**config.mk**
```make
export PLATFORM = sky130hd
export DESIGN_NAME = vga_scan_addr
export DESIGN_NICKNAME = d
export VERILOG_FILES = /design/src/rtl/vga_scan_addr.sv
export SDC_FILE = /design/constraint.sdc
export NUM_CORES = 1
export LEC_CHECK = 0
export ABC_AREA = 1
export CAP_MARGIN = 20
export CORE_UTILIZATION = 52
export CTS_CLUSTER_DIAMETER = 80
export DETAILED_ROUTE_END_ITERATION = 6
export PLACE_DENSITY = 0.79
export SLEW_MARGIN = 20
export SYNTH_ARGS = -nofsm -noshare
export SYNTH_HDL_FRONTEND = slang
export SYNTH_SLANG_ARGS = --single-unit
```
**constraint.sdc**
```tcl
create_clock -name clk -period 2 [get_ports clk]
set_input_delay 0.2 -clock clk [delete_from_list [all_inputs] [get_ports clk]]
set_output_delay 0.2 -clock clk [all_outputs]
set_load 0.01 [all_outputs]
```
**src/rtl/vga_scan_addr.sv**
```systemverilog
module vga_scan_addr #(
  parameter int LINE_CLKS   = 800,
  parameter int HSYNC_CLKS  = 70,
  parameter int H_LEAD      = 48,
  parameter int COL_W       = 8,
  parameter int FRAME_LINES = 512,
  parameter int VIS_LINES   = 480,
  parameter int VSYNC_LINES = 2,
  parameter int ROW_W       = 9
) (
  input  logic                   clk,
  input  logic                   rst_n,
  input  logic                   bank_sel,
  input  logic                   page_sel,
  output logic                   hsync_n,
  output logic                   vsync_n,
  output logic                   pix_oe,
  output logic [COL_W+ROW_W+1:0] rd_addr,
  output logic                   wr_window,
  output logic                   wr_grant_stb
);
  localparam int HC_W    = $clog2(LINE_CLKS);
  localparam int VC_W    = $clog2(FRAME_LINES);
  localparam int ACT0    = HSYNC_CLKS + H_LEAD;
  localparam int ACT_END = ACT0 + 2 * (1 << COL_W);

  localparam logic [HC_W-1:0]  H_LAST  = HC_W'(LINE_CLKS - 1);
  localparam logic [HC_W-1:0]  H_SYNCE = HC_W'(HSYNC_CLKS);
  localparam logic [HC_W-1:0]  H_ACT0  = HC_W'(ACT0);
  localparam logic [HC_W-1:0]  H_ACTE  = HC_W'(ACT_END);
  localparam logic [VC_W-1:0]  V_LAST  = VC_W'(FRAME_LINES - 1);
  localparam logic [VC_W-1:0]  V_SYNCE = VC_W'(VSYNC_LINES);
  localparam logic [VC_W-1:0]  V_VISE  = VC_W'(VIS_LINES);
  localparam logic [COL_W-1:0] COL_MAX = '1;

  logic [HC_W-1:0]  hcnt;
  logic [VC_W-1:0]  vcnt;
  logic [COL_W-1:0] col;
  logic             half;
  logic             in_win;
  logic             vis_line;

  always_ff @(posedge clk) begin
    if (!rst_n) begin
      hcnt <= '0;
      vcnt <= '0;
    end else if (hcnt == H_LAST) begin
      hcnt <= '0;
      vcnt <= (vcnt == V_LAST) ? '0 : vcnt + 1'b1;
    end else begin
      hcnt <= hcnt + 1'b1;
    end
  end

  assign in_win = (hcnt >= H_ACT0) && (hcnt < H_ACTE);

  always_ff @(posedge clk) begin
    if (!rst_n || !in_win) begin
      col  <= '0;
      half <= 1'b0;
    end else begin
      half <= ~half;
      if (half) col <= col + 1'b1;
    end
  end

  assign vis_line     = (vcnt >= V_SYNCE) && (vcnt < V_VISE);
  assign hsync_n      = hcnt >= H_SYNCE;
  assign vsync_n      = vcnt >= V_SYNCE;
  assign pix_oe       = in_win && vis_line && (col != COL_MAX) && hsync_n && vsync_n;
  assign wr_window    = vcnt >= V_VISE;
  assign wr_grant_stb = (vcnt == V_VISE) && (hcnt == '0);
  assign rd_addr      = {bank_sel, page_sel, ROW_W'(vcnt), col};
endmodule

```
==> flow_summary_export.csv <==
group,metric,value,unit
critical_path,required,1800,ps
layout,fin_area,1900,um2
global_route,overflow,0,
timing,worst_pin_slew,397,ps
clock_network,h-tree-depth,1,
global_route,track_usage,0.200,
critical_path,critPathLaunchType,"flip-flop",
job,drv_cap,0,
critical_path,slowest_stage,"clkdlybuf4s50_1",
layout,fin_nets,267,
clock_network,ctsHoldBuffers,0,
timing,setup_viol,0,
synthesis,synth_edf_count,0,
timing,fin_crit_sh,0.954,
routing,drt-initial-drc-count,60,
global_route,grt_pass1_wl,5.38,mm
timing,clock_skew,1.98,ps
routing,postRouteAntennaNets,0,
clock_network,cts_tree,"built",
critical_path,crit_family,"buffers and inverters",
placed_design,portBuffers,23,
timing,rsz0062_at_grt,"no",
timing,period_minus_slack,1910,ps
timing,slew_violations,0,
power_and_ir_drop,p_per_area,438,nW/um2
clock_network,post_cts_buffers,0,
timing,hold_violations,0,
layout,antenna_cells,0,
routing,vias_per_cell,5.09,
layout,syn_to_final_growth,16.9,%
min_path,min_from,"page_sel",
placed_design,placed_area,1860,um2
floorplanning,die_x,57.9,um
synthesis,syn_inst,231,
global_route,first_global_vias,1293,
routing,drt_pre_antenna_iters,6,
clock_network,clockRootBuffer,"clkbuf_4",
clock_network,cts_sinks,28,
global_route,antenna_found_initial,0,
clock_network,cts.path.max_buffers,2,
synthesis,yosysWarnings,0,
run_status,outcome,"finished with violations",
routing,wl,3.16,mm
synthesis,synth_flop_cell,"dfxtp_1",
global_route,grt_start_max_net_pins,15,
critical_path,startpoint,"hcnt[7]",
layout,final_layout_size_suffix_gt1_frac,0.110,
layout,layout_commonest_cell,"nand2_1",
layout,layoutNonFillerInstCount,285,
timing,finalSetupTns,0,ps
synthesis,ys_seq_area_frac,0.345,
synthesis,synth_area,1630,um2
clock_network,clk_latency,320,ps
critical_path,cp-end-kind,"primary output",
power_and_ir_drop,p_total,0.832,mW
critical_path,crit_chain,"nor3_1 -> nand2_1 -> clkdlybuf4s50_1",
power_and_ir_drop,vdd_drop_max,0.461,mV
synthesis,async_flop_share,0,
floorplanning,core,2850,um2
routing,vias,1452,
critical_path,critical_path_buf_inv_count,1,
floorplanning,initial_core_util,0.570,
placed_design,placedCellCount,282,
synthesis,ys_types,31,
synthesis,synth_area_per_cell,7.04,um2
critical_path,arrival,1710,ps
routing,drc,2,
critical_path,slowest_delay,500,ps
routing,wl_per_cell,11.1,um
critical_path,path_max_fanout,8,
synthesis,synth_nets,242,
timing,slew_headroom,0.735,
clock_network,clk_pin_slew,140,ps
floorplanning,die-area,3350,um2
layout,final_cell_mix,"nand2_1, nor2_1, inv_1",
timing,clock.fmax,524,MHz
placed_design,gp_congestion,0.897,
floorplanning,die_height,57.9,um
power_and_ir_drop,leakagePower,0.795,nW
floorplanning,ios,28,
clock_network,cts_buffers,3,
placed_design,hpwl,2.45,mm
critical_path,regToRegStartpoint,"vcnt[1]",
critical_path,crit_type,"reg2out",
synthesis,ys_ff_latch,28,
run_status,failed_checks,"DRC",
floorplanning,row_count,19,
min_path,hp-class,"in2out",
-- power breakdown --
| group | total, mW | switching [mW] | leakage, nW | internal [mW] |
|---|---|---|---|---|
| logic | 0.0363 | 0.0228 | 0.553 | 0.0135 |
| registers | 0.569 | 0.00630 | 0.228 | 0.562 |
| clock network | 0.227 | 0.157 | 0.0138 | 0.0706 |
| total | 0.832 | 0.186 | 0.795 | 0.646 |
-- registers in the layout (all words and copies together) (netlist names) --
name,count
vcnt,9
hcnt,10
col,8
half,1
-- path summary, 6_finish.rpt --
kind,to,slack (ps),depth (start not counted)
min,rd_addr[17],400,0
max reg2reg,vcnt[4],210,10
min reg2reg,hcnt[0],430,1
max,hsync_n,90,3
-- stage by stage --
| stage | util | hold slack, ps | setup WS, ps |
|---|---|---|---|
| 2_1_floorplan | - | 417 | 275 |
| 3_3_place_gp | 0.654 | 400 | 170 |
| 3_5_place_dp | 0.654 | 400 | 167 |
| 4_1_cts | 0.661 | 400 | 12.2 |
| 5_1_grt | 0.666 | 400 | 10.9 |
| 6_report | 0.666 | 400 | 91.4 |
-- final cells by class --
cell class	instances	area, um2
Sequential cell	28	568
Multi-Input combinational cell	166	905
Clock buffer	3	22.5
Tap cell	31	38.8
Inverter	32	120
Timing Repair Buffer	25	245
Fill cell	282	953
-- cells in the mapped netlist (3+ instances only) --
master | number | area (um2)
nor3_1 | 5 | 25.0
nor2_1 | 41 | 154
dfxtp_1 | 28 | 561
xor2_1 | 4 | 35.0
nand2_1 | 48 | 180
nand3_2 | 3 | 30.0
nand4_1 | 6 | 37.5
xnor2_1 | 3 | 26.3
nor3_2 | 3 | 30.0
nand3_1 | 17 | 85.1
ha_1 | 7 | 87.6
a21oi_1 | 8 | 40.0
o21ai_0 | 4 | 20.0
inv_1 | 31 | 116
-- kinds of logic after synthesis --
family / share of synthesized area
AOI/OAI and AO/OA: 0.0593
xor gates and xnor gates: 0.0377
adders and majority gates: 0.0539
buffers and inverters: 0.102
DFF: 0.345
muxes: 0.00616
and+or+nand+nor: 0.396
-- worst register-to-register path: cells and delay by family, from the launching register on --
kind	cells	cell delay (ps)
simple gates	7	850
fa+ha+maj	2	370
flops	1	410
buf+inv	1	70
-- layer usage --
metal  track usage  up-vias  part of all wire
li1              -      775                 -
met1         0.280      631              0.50
met2         0.320       44              0.43
met3        0.0313        2             0.058
met4        0.0544        0            0.0057
met5             0        -                 0
-- repair_timing --
item | in CTS | in global routing
hold endpoints to repair | 0 | 0
endpoints found under the setup margin | 3 | 6
resized for setup | 4 | 5
cloned | 0 | 0
Note: power is estimated with default switching activity, not from simulation.
